==> config.mk <==
export PLATFORM = sky130hd
export DESIGN_NAME = perf_cnt_slice
export DESIGN_NICKNAME = d
export VERILOG_FILES = /design/src/rtl/pcs_pkg.sv /design/src/rtl/pcs_pick.sv /design/src/rtl/pcs_qual.sv /design/src/rtl/perf_cnt_slice.sv
export SDC_FILE = /design/constraint.sdc
export NUM_CORES = 1
export LEC_CHECK = 0
export BUFFER_PORTS_ARGS = -buffer_cell sky130_fd_sc_hd__buf_2
export CAP_MARGIN = 20
export CORE_ASPECT_RATIO = 1.1
export CORE_MARGIN = 8
export CORE_UTILIZATION = 50
export CTS_CLUSTER_DIAMETER = 50
export DETAILED_ROUTE_END_ITERATION = 16
export PLACE_DENSITY_LB_ADDON = 0.3
export SYNTH_ARGS = -nofsm -noshare
export SYNTH_HDL_FRONTEND = slang
export SYNTH_SLANG_ARGS = --single-unit
==> constraint.sdc <==
create_clock -name clk -period 11.45 [get_ports clk]
set_input_delay 2.29 -clock clk [delete_from_list [all_inputs] [get_ports clk]]
set_output_delay 2.29 -clock clk [all_outputs]
set_load 0.005 [all_outputs]
==> src/rtl/pcs_pkg.sv <==
package pcs_pkg;
    localparam int EV_W  = 32;
    localparam int SUM_W = $clog2(EV_W + 1);

    typedef enum logic [1:0] {
        KIND_FREE  = 2'd0,
        KIND_FIXED = 2'd1,
        KIND_CONF  = 2'd2
    } kind_e;

    typedef enum logic [1:0] {
        ST_OFF  = 2'd0,
        ST_RUN  = 2'd1,
        ST_HALT = 2'd2
    } st_e;

    localparam logic [1:0] SEL_CFG  = 2'd0;
    localparam logic [1:0] SEL_CNT  = 2'd1;
    localparam logic [1:0] SEL_FILT = 2'd2;

    localparam int B_EN   = 8;
    localparam int B_IRQ  = 9;
    localparam int B_FRZ  = 10;
    localparam int B_EDGE = 11;
    localparam int B_INV  = 12;
    localparam int B_THR  = 16;
    localparam int B_MSK  = 24;
    localparam int B_GRP  = 59;
endpackage

==> src/rtl/pcs_pick.sv <==
module pcs_pick #(
    parameter int GRP_N = 4,
    parameter int EV_W  = 32,
    parameter int SUM_W = 6
) (
    input  logic [GRP_N*EV_W-1:0] events_i,
    input  logic [4:0]            grp_i,
    input  logic [EV_W-1:0]       mask_i,
    output logic [SUM_W-1:0]      sum_o
);
    logic [EV_W-1:0] sel;

    always_comb begin
        sel = '0;
        for (int g = 0; g < GRP_N; g++) begin
            if (32'(grp_i) == g) sel = events_i[g*EV_W +: EV_W];
        end
    end

    always_comb begin
        sum_o = '0;
        for (int i = 0; i < EV_W; i++) begin
            sum_o = sum_o + SUM_W'(sel[i] & mask_i[i]);
        end
    end
endmodule

==> src/rtl/pcs_qual.sv <==
module pcs_qual #(
    parameter int SUM_W = 6
) (
    input  logic             clk,
    input  logic             rst_n,
    input  logic [SUM_W-1:0] sum_i,
    input  logic [31:0]      filt_val_i,
    input  logic [31:0]      filt_tag_i,
    input  logic [7:0]       thr_i,
    input  logic             inv_i,
    input  logic             edge_i,
    output logic [SUM_W-1:0] inc_o
);
    logic       filt_ok;
    logic [7:0] g8;
    logic [7:0] thr_eff;
    logic       cond;
    logic       prev_q;

    always_comb begin
        filt_ok = (filt_val_i == 32'hFFFF_FFFF) || (filt_tag_i == filt_val_i);
        g8      = filt_ok ? {{(8-SUM_W){1'b0}}, sum_i} : 8'd0;
        thr_eff = (thr_i == 8'd0) ? 8'd1 : thr_i;
        cond    = inv_i ? (g8 < thr_eff) : (g8 >= thr_eff);
        if (edge_i)
            inc_o = SUM_W'(cond && !prev_q);
        else if (!inv_i && thr_i <= 8'd1)
            inc_o = g8[SUM_W-1:0];
        else
            inc_o = SUM_W'(cond);
    end

    always_ff @(posedge clk or negedge rst_n) begin
        if (!rst_n) prev_q <= 1'b0;
        else        prev_q <= cond;
    end
endmodule

==> src/rtl/perf_cnt_slice.sv <==
module perf_cnt_slice import pcs_pkg::*; #(
    parameter int          CNT_W    = 48,
    parameter int          GRP_N    = 4,
    parameter kind_e       KIND     = KIND_CONF,
    parameter logic [31:0] FIX_MASK = 32'h0000_00F0,
    parameter logic [4:0]  FIX_GRP  = 5'd1
) (
    input  logic                  clk,
    input  logic                  rst_n,
    input  logic [GRP_N*EV_W-1:0] events_i,
    input  logic [31:0]           filt_tag_i,
    input  logic                  freeze_i,
    input  logic                  wr_en_i,
    input  logic [1:0]            wr_sel_i,
    input  logic [63:0]           wr_data_i,
    output logic [CNT_W-1:0]      cnt_o,
    output logic                  ovf_o,
    output logic                  ovf_int_o,
    output logic                  frozen_o,
    output logic [63:0]           cfg_o
);
    logic wr_cfg, wr_cnt, wr_filt;
    assign wr_cfg  = wr_en_i && (wr_sel_i == SEL_CFG);
    assign wr_cnt  = wr_en_i && (wr_sel_i == SEL_CNT);
    assign wr_filt = wr_en_i && (wr_sel_i == SEL_FILT);

    // writable on every kind
    logic       en_q, irq_q, frz_q, edge_q, inv_q;
    logic [7:0] thr_q;
    logic [31:0] filt_q;

    always_ff @(posedge clk or negedge rst_n) begin
        if (!rst_n) begin
            en_q <= 1'b0; irq_q <= 1'b0; frz_q <= 1'b0;
            edge_q <= 1'b0; inv_q <= 1'b0; thr_q <= '0;
            filt_q <= 32'hFFFF_FFFF;
        end else begin
            if (wr_cfg) begin
                en_q   <= wr_data_i[B_EN];
                irq_q  <= wr_data_i[B_IRQ];
                frz_q  <= wr_data_i[B_FRZ];
                edge_q <= wr_data_i[B_EDGE];
                inv_q  <= wr_data_i[B_INV];
                thr_q  <= wr_data_i[B_THR +: 8];
            end
            if (wr_filt) filt_q <= wr_data_i[31:0];
        end
    end

    // kind-dependent fields
    logic [31:0] mask_v;
    logic [4:0]  grp_v;
    logic        en_v;

    generate
        if (KIND == KIND_CONF) begin : g_conf
            logic [31:0] mask_q;
            logic [4:0]  grp_q;
            always_ff @(posedge clk or negedge rst_n) begin
                if (!rst_n) begin
                    mask_q <= '0;
                    grp_q  <= '0;
                end else if (wr_cfg) begin
                    mask_q <= wr_data_i[B_MSK +: 32];
                    grp_q  <= wr_data_i[B_GRP +: 5];
                end
            end
            assign mask_v = mask_q;
            assign grp_v  = grp_q;
        end else begin : g_const
            assign mask_v = FIX_MASK;
            assign grp_v  = FIX_GRP;
        end
        if (KIND == KIND_FREE) begin : g_always_on
            assign en_v = 1'b1;
        end else begin : g_sw_en
            assign en_v = en_q;
        end
    endgenerate

    assign cfg_o = {grp_v, 3'b000, mask_v, thr_q, 3'b000,
                    inv_q, edge_q, frz_q, irq_q, en_v, 6'b0, KIND};

    // event datapath
    logic [SUM_W-1:0] sum, inc;

    pcs_pick #(.GRP_N(GRP_N), .EV_W(EV_W), .SUM_W(SUM_W)) u_pick (
        .events_i (events_i),
        .grp_i    (grp_v),
        .mask_i   (mask_v),
        .sum_o    (sum)
    );

    pcs_qual #(.SUM_W(SUM_W)) u_qual (
        .clk        (clk),
        .rst_n      (rst_n),
        .sum_i      (sum),
        .filt_val_i (filt_q),
        .filt_tag_i (filt_tag_i),
        .thr_i      (thr_q),
        .inv_i      (inv_q),
        .edge_i     (edge_q),
        .inc_o      (inc)
    );

    // state machine
    st_e st_q, st_d;
    logic [CNT_W-1:0] cnt_q;
    logic [CNT_W:0]   nxt;
    logic             count_go, wrap;

    always_comb begin
        count_go = (st_q == ST_RUN) && !freeze_i && !wr_cnt;
        nxt      = {1'b0, cnt_q} + (CNT_W+1)'(inc);
        wrap     = count_go && nxt[CNT_W];
        frozen_o = (st_q == ST_HALT);
    end

    always_comb begin
        st_d = st_q;
        unique case (st_q)
            ST_OFF:  if (en_v) st_d = ST_RUN;
            ST_RUN:  if (!en_v) st_d = ST_OFF;
                     else if (wrap && frz_q) st_d = ST_HALT;
            ST_HALT: if (wr_cfg) st_d = ST_OFF;
            default: st_d = ST_OFF;
        endcase
    end

    always_ff @(posedge clk or negedge rst_n) begin
        if (!rst_n) st_q <= ST_OFF;
        else        st_q <= st_d;
    end

    always_ff @(posedge clk or negedge rst_n) begin
        if (!rst_n) begin
            cnt_q     <= '0;
            ovf_o     <= 1'b0;
            ovf_int_o <= 1'b0;
        end else begin
            if (wr_cnt)        cnt_q <= wr_data_i[CNT_W-1:0];
            else if (count_go) cnt_q <= nxt[CNT_W-1:0];
            ovf_o     <= wrap;
            ovf_int_o <= wrap && irq_q;
        end
    end

    assign cnt_o = cnt_q;
endmodule

After elaboration in Yosys (flattened, before gate mapping)
Cells that the tools add are included.
{"block": "totals", "wordCells": 130, "out_inout_bits": 115, "ff_bits": 135}
{"block": "op_classes", "eq_ne": 12, "n_reduce_logical": 21, "n_lt_le_gt_ge": 3, "n_mux": 16, "addsub": 32, "bitwise": 32}
{"op": "$add 6x6->6", "n": 31}
{"op": "$mux 32", "n": 4}
{"op": "$mux 48", "n": 2}
{"op": "$add 48x6->49", "n": 1}
{"op": "$and 1x1->1", "n": 32}
{"op": "$eq 32x32->1", "n": 1}
{"op": "$eq 32x32->1 const B", "n": 1}
{"op": "$mux 6", "n": 3}
{"op": "$eq 5x2->1 const B", "n": 2}
{"op": "$logic_and 1x1->1", "n": 10}
{"op": "$ge 8x8->1", "n": 1}
{"op": "$le 8x1->1 const B", "n": 1}
{"op": "$logic_not 8->1", "n": 1}
{"op": "$lt 8x8->1", "n": 1}
{"op": "$mux 2", "n": 4}
{"op": "$mux 8", "n": 1}
{"op": "$pmux 2 s3", "n": 1}
{"op": "$eq 5x1->1 const B", "n": 1}
{"op": "$logic_not 5->1", "n": 1}
{"op": "$eq 2x1->1 const B", "n": 2}
{"op": "$eq 2x2->1 const B", "n": 2}
{"op": "$logic_not 1->1", "n": 4}
{"op": "$logic_not 2->1", "n": 2}
{"op": "$ne 3x2->1 const B", "n": 1}
{"op": "6 further kinds", "n": 6}

Logic depth before layout (Yosys ltp)
{"block": "depth", "ltp_word": 48, "ltp_mapped": 38}

By module
A second synthesis with hierarchy kept.
{"block": "unflattened", "cells_unflattened": 887, "hier_area_um2": 9339.0}
{"mod": "perf_cnt_slice", "seq_area_each_um2": 3393.3, "cells_each": 596, "area_per_inst_um2": 6560.0, "instances": 1}
{"mod": "pcs_pick", "seq_area_each_um2": 0.0, "cells_each": 191, "area_per_inst_um2": 2005.7, "instances": 1}
{"mod": "pcs_qual", "seq_area_each_um2": 25.0, "cells_each": 100, "area_per_inst_um2": 773.2, "instances": 1}

Worst setup path before layout
Ideal clock, no wire load.
{"block": "synth_path", "path_type": "input port to flip-flop", "startpoint": "input port events_i[45]", "endpoint": "register cnt_q[36] (netlist: cnt_o[36])", "n_path_buf": 0, "setup_ns": 0.083, "path_slack_ns": 1.703, "required_time_ns": 11.367, "path_stages": 31, "arrival_time_ns": 9.664, "cell_sequence": "a22oi_1 > o211ai_1 > o211ai_1 > fa_1 > fa_1 > inv_1 > fa_1 > inv_1 > fa_1 > fa_1 > fa_1 > inv_1 > ha_1 > fa_1 > xor2_1 > and2_1 > ha_1 > and4b_1 > a211oi_1 > o21bai_1 > a22oi_1 > nand3_1 > o21ai_0 > ha_1 > fa_1 > a21o_1 > nand3_1 > a2111oi_4 > nand4_1 > xor2_1 > o21ai_0"}
{"block": "synth_via", "elab_chain_cells": 31, "elab_cells_between_ends": 33, "cone_classes": "20 x add/sub; 2 x order compare; 9 x mux; 1 x bitwise; 1 x reduce/logical"}
{"element": "start, declared", "line": "perf_cnt_slice.sv:10", "text": "input logic [GRP_N*EV_W-1:0] events_i,"}
{"element": "$mux 32 * (3 in a row)", "line": "pcs_pick.sv:16", "text": "if (32'(grp_i) == g) sel = events_i[g*EV_W +: EV_W];"}
{"element": "$and 1x1->1 *", "line": "pcs_pick.sv:23", "text": "sum_o = sum_o + SUM_W'(sel[i] & mask_i[i]);"}
{"element": "$add 6x6->6 * (19 in a row)", "line": "pcs_pick.sv:23"}
{"element": "$mux 6 *", "line": "pcs_qual.sv:22", "text": "g8 = filt_ok ? {{(8-SUM_W){1'b0}}, sum_i} : 8'd0;"}
{"element": "$ge 8x8->1 / $lt 8x8->1 (equally long branches)", "line": "pcs_qual.sv:24", "text": "cond = inv_i ? (g8 < thr_eff) : (g8 >= thr_eff);"}
{"element": "$mux 1 *", "line": "pcs_qual.sv:24"}
{"element": "via u_qual.cond", "line": "pcs_qual.sv:17", "text": "logic cond;"}
{"element": "$mux 6 / $logic_and 1x1->1 (equally long branches)", "line": "pcs_qual.sv:27, pcs_qual.sv:26"}
{"element": "$mux 6 *", "line": "pcs_qual.sv:25", "text": "if (edge_i)"}
{"element": "$add 48x6->49 *", "line": "perf_cnt_slice.sv:114", "text": "nxt = {1'b0, cnt_q} + (CNT_W+1)'(inc);"}
{"element": "$mux 48 *", "line": "perf_cnt_slice.sv:142", "text": "else if (count_go) cnt_q <= nxt[CNT_W-1:0];"}
{"element": "$mux 48 *", "line": "perf_cnt_slice.sv:141", "text": "if (wr_cnt) cnt_q <= wr_data_i[CNT_W-1:0];"}
{"element": "end signal, assigned", "line": "perf_cnt_slice.sv:141"}
{"element": "end signal, assigned", "line": "perf_cnt_slice.sv:142"}
{"element": "end, declared", "line": "perf_cnt_slice.sv:108", "text": "logic [CNT_W-1:0] cnt_q;"}
Mark *: on every way through the listed nets, which the timed path passes. The rest lies on a longest branch. The select of a mux whose other input is x is not followed.
A chain may end at the register's enable or synchronous reset.

Final worst setup path
{"block": "layout_path", "startpoint": "input port events_i[45]", "endpoint": "register st_q[0]"}
{"block": "layout_via", "elab_chain_cells": 33, "elab_cells_between_ends": 35, "cone_classes": "20 x add/sub; 2 x order compare; 1 x eq/ne; 7 x mux; 1 x bitwise; 4 x reduce/logical"}
{"element": "$mux 32 * (3 in a row)", "line": "pcs_pick.sv:16"}
{"element": "$and 1x1->1 *", "line": "pcs_pick.sv:23"}
{"element": "$add 6x6->6 * (19 in a row)", "line": "pcs_pick.sv:23"}
{"element": "$mux 6 *", "line": "pcs_qual.sv:22"}
{"element": "$ge 8x8->1 / $lt 8x8->1 (equally long branches)", "line": "pcs_qual.sv:24"}
{"element": "$mux 1 *", "line": "pcs_qual.sv:24"}
{"element": "via u_qual.cond", "line": "pcs_qual.sv:17"}
{"element": "$mux 6 / $logic_and 1x1->1 (equally long branches)", "line": "pcs_qual.sv:27, pcs_qual.sv:26"}
{"element": "$mux 6 *", "line": "pcs_qual.sv:25"}
{"element": "$add 48x6->49 *", "line": "perf_cnt_slice.sv:114"}
{"element": "$logic_and 1x1->1 *", "line": "perf_cnt_slice.sv:115", "text": "wrap = count_go && nxt[CNT_W];"}
{"element": "via wrap", "line": "perf_cnt_slice.sv:110", "text": "logic count_go, wrap;"}
{"element": "$logic_and 1x1->1 *", "line": "perf_cnt_slice.sv:124", "text": "else if (wrap && frz_q) st_d = ST_HALT;"}
{"element": "$ne 3x2->1 (no source line) *"}
{"element": "$reduce_and 3->1 (no source line) *"}
{"element": "end signal, assigned", "line": "perf_cnt_slice.sv:132", "text": "else st_q <= st_d;"}
{"element": "end, declared", "line": "perf_cnt_slice.sv:107", "text": "st_e st_q, st_d;"}
Mark *: on every way through the listed nets, which the timed path passes. The rest lies on a longest branch.

==> run summary <==
The number of buffers added for setup after CTS was 0; the count of cell types in the netlist was 67. The via count of the first global-routing pass was 8271. For the sequential share of the synthesized area, the log shows 0.386.

The tools report the pin count of the biggest net entering global routing as 86. CTS built an H-tree with a depth of 4. The slew at the pin with the worst max-slew slack works out to 882 ps. The largest single stage delay on the critical path is 650 ps. The sum of overflow across all layers after global routing was 0. The leading cell type in the layout, fill and taps excluded was sky130_fd_sc_hd__buf_2. The logs give 0.504 for the starting utilization of the core area and 0 for the final number of hold-violating endpoints. The run gives 0.409 as the remaining max-slew budget at the tightest pin.

After clock tree synthesis, the repair step resized 0 gates. The logs give 0.00342 mm^2 for the area taken by flip-flops and latches and 0.00885 mm^2 for the netlist area before placement. The top cell type's share of synthesized area is 0.291. During synthesis, Yosys emitted a total of 0 warnings. The weighted congestion at the end of routability-driven global placement was 0.913.

The largest individual stage delay along the critical path comes from the cell sky130_fd_sc_hd__a2111oi_0. Number of antenna violations at the first check in global routing: 6. The tree is rooted in a sky130_fd_sc_hd__clkbuf_16.

The placed wire-length estimate came out at 24600 um. The flow ran to the end, and the final reports show no timing, DRC or antenna violations. The region available for standard cell placement spans 0.0175 mm^2.

Setup violations remaining at the end of the flow were counted as 0. For the worst setup path, the data required time is 11740 ps. Subtracting the final worst setup slack from the clock period gives 10490 ps. The worst setup path is launched from an input pin. For this block, the initial DRC count from the detailed router was 590. Relative to the synthesized area, the layout overhead comes to 26.3%. For the part of the total power dissipated in the clock network, the log shows 0.309. The share of async-settable or async-resettable flops after synthesis is 1.00.

STA classifies the critical path endpoint as a register. The switching power total is 611 uW. The final layout contains 1438 nets. The count of buffers added on input and output ports is 327. Kind of critical path: in2reg. The floorplan step set the die height to 156 um. The min-delay analysis places its worst path in the category reg2reg.

At the worst endpoint, the arrival time is 10780 ps. For the number of cells produced by synthesis, the log shows 860. Power spread over the standard cell area amounts to 159 mW/mm^2. After clock tree synthesis, the clock-pin slew on the worst setup and hold paths is 60 ps.

Cell type with the highest aggregate area in the netlist: sky130_fd_sc_hd__dfrtp_1. The most used flip-flop cell after synthesis is sky130_fd_sc_hd__dfrtp_1. The cell-internal power came out at 1.16 mW. The period utilization is 0.916. The initialized floorplan defines 51 standard-cell rows.

The run gives 1501 as the final-layout fill cell count. The post-synthesis average cell area came out at 10.3 um^2. The clock latency reported for the late side of the worst-skew pair was 420 ps; the fraction of power spent switching nets was 0.344.

The clock passes through at most 2 buffers. During I/O placement, the number of pins put on the boundary was 345. The first global-routing pass estimated 46100 um of wire. The run gives 1210 ps as the minimum setup slack among reg-to-reg paths. Of all nets on the critical path, the largest fanout is 6. After detailed routing, the number of remaining DRC violations is 0. On the final layout, the worst hold slack is 501 ps. The part of the power in registers is 0.385. The count of nets left with antenna violations once routing finished came out at 0. The flip-flop and latch count after synthesis was 135; the area of combinational cells with multiple inputs was 0.00501 mm^2.

The analysis attributes to cell leakage a power of 5.10 nW. The post-detailed-route wirelength per cell is 21.5 um, and the total clock sinks is 135. Number of slew-limit violations in the final report: 0. In this run the horizontal extent of the chip is 143 um. The first TritonRoute pass finished after 6 iterations. IR analysis of the VDD net gives a maximum drop of 0.000133 V.

For the count of max-cap constraint violations, the log shows 0. Summed over all layers, the routed wires come to 30500 um. The run gives 0.274 as the overall fraction of global-route tracks in use.

Setup repair after global routing left no endpoint under its margin. In the final timing run, aggregate negative setup slack is 0 ps. On the final layout, the worst clock skew is 9.02 ps. TritonCTS built the clock tree. The floorplan step defined a die boundary enclosing 0.0222 mm^2. TritonCTS created 17 clock buffers.

Across all layers, the routed design uses 7931 vias. For the combinational group share of total power, the log shows 0.306. Ranked by total cell area, the synthesized netlist is headed by sky130_fd_sc_hd__dfrtp_1 (29%), sky130_fd_sc_hd__mux2_2 (9.7%), sky130_fd_sc_hd__dfstp_2 (9.5%), sky130_fd_sc_hd__xor2_1 (5.7%), sky130_fd_sc_hd__fa_1 (5.7%). For this run, the top clock speed supported by timing is 95.3 MHz. The tools report the total of hold buffers inserted after clock tree synthesis as 0. The fraction of layout cells with a size suffix above 1 was 0.431. The library cells used most frequently in the layout, excluding fill and tap cells, are sky130_fd_sc_hd__buf_2 (326), sky130_fd_sc_hd__dfrtp_1 (103), sky130_fd_sc_hd__nand2_1 (77). The number of vias per cell is 5.59. The cell that appears most often on the critical path is sky130_fd_sc_hd__fa_1.

The synthesized design contains 0 enable-type register cells.
-- sequential cells by signal, indices dropped and copies added, names as in the netlist, 2 cells and up --
name           cells
thr_q              8
st_q               2
cnt_o             48
g_conf.mask_q     32
filt_q            32
g_conf.grp_q       5
-- metrics by stage --
stage	utilization	cell area [um^2]	std cells	power [mW]	setup WS, ps
2_1_floorplan	-	8890	872	0.990	1700
3_3_place_gp	0.603	10600	1383	1.22	530
3_5_place_dp	0.603	10600	1383	1.23	425
4_1_cts	0.636	11200	1415	1.78	904
5_1_grt	0.637	11200	1418	1.88	367
6_report	0.637	11200	1418	1.77	960
-- Yosys cell counts (4+ instances only) --
cell type,instances
sky130_fd_sc_hd__and3_1,7
sky130_fd_sc_hd__o21ai_0,46
sky130_fd_sc_hd__a21o_1,7
sky130_fd_sc_hd__xnor2_1,22
sky130_fd_sc_hd__buf_1,7
sky130_fd_sc_hd__buf_4,19
sky130_fd_sc_hd__nor3_2,4
sky130_fd_sc_hd__o211ai_1,43
sky130_fd_sc_hd__xor2_1,58
sky130_fd_sc_hd__nand2_1,77
sky130_fd_sc_hd__o21ai_1,8
sky130_fd_sc_hd__o211a_1,5
sky130_fd_sc_hd__inv_1,37
sky130_fd_sc_hd__a21oi_1,16
sky130_fd_sc_hd__a22oi_1,39
sky130_fd_sc_hd__a211oi_1,4
sky130_fd_sc_hd__ha_1,19
sky130_fd_sc_hd__nand4_1,21
sky130_fd_sc_hd__and2_1,7
sky130_fd_sc_hd__nor2_1,21
sky130_fd_sc_hd__clkbuf_1,32
sky130_fd_sc_hd__dfstp_2,32
sky130_fd_sc_hd__fa_1,25
sky130_fd_sc_hd__nor4_1,13
sky130_fd_sc_hd__nand3_1,48
sky130_fd_sc_hd__mux2_2,76
sky130_fd_sc_hd__dfrtp_1,103
sky130_fd_sc_hd__nor2b_1,6
-- final timing paths --
check	cells after the start	endpoint	from
worst max register to register	34	st_q[0]	g_conf.grp_q[4]
worst min-delay path	1	ovf_int_o	irq_q
worst max-delay path	32	st_q[0]	events_i[45]
max in group asynchronous	2	edge_q	rst_n
min in group asynchronous	1	thr_q[0]	rst_n
worst min register to register	1	ovf_int_o	irq_q
-- cell families after synthesis --
kind of cell / count (synthesis) / synth area share
buffers and inverters: 100 / 0.0552
multiplexers: 76 / 0.0967
XOR/XNOR: 80 / 0.0792
flip-flops: 135 / 0.386
adder cells (fa/ha/maj): 44 / 0.0834
AO/OA/AOI/OAI: 185 / 0.146
AND/OR/NAND/NOR: 238 / 0.152
other: 2 / 0.000849
-- routing by layer --
| metal | global-route usage | up-vias | wire, um |
|---|---|---|---|
| li1 | - | 3690 | - |
| met1 | 0.333 | 3857 | 12300 |
| met2 | 0.453 | 315 | 15300 |
| met3 | 0.0763 | 63 | 2090 |
| met4 | 0.105 | 6 | 792 |
| met5 | 0 | - | 34 |
-- worst max-delay path: cells and delay by family --
kind	cells	cell delay (ps)
buffers and inverters	4	260
AO/OA/AOI/OAI	10	2110
adder cells (fa/ha/maj)	11	4580
AND/OR/NAND/NOR	6	1360
XOR/XNOR	1	190
-- power by group through the flow --
stage	registers (mW)	logic (mW)	clock network (mW)
2_1_floorplan	0.664	0.327	0
3_3_place_gp	0.684	0.532	0
3_5_place_dp	0.688	0.545	0
4_1_cts	0.681	0.547	0.555
5_1_grt	0.696	0.608	0.576
6_report	0.684	0.543	0.548
-- area by class of cell --
type / count / area share
diodes: 3 / 0.000672
clock buffers: 19 / 0.0396
clock inverters: 13 / 0.0131
inverters: 37 / 0.0124
multi-input cells: 637 / 0.449
flip-flops and latches: 135 / 0.306
well taps: 238 / 0.0266
repair buffers: 336 / 0.153
Power figures use the tool's default switching activity.
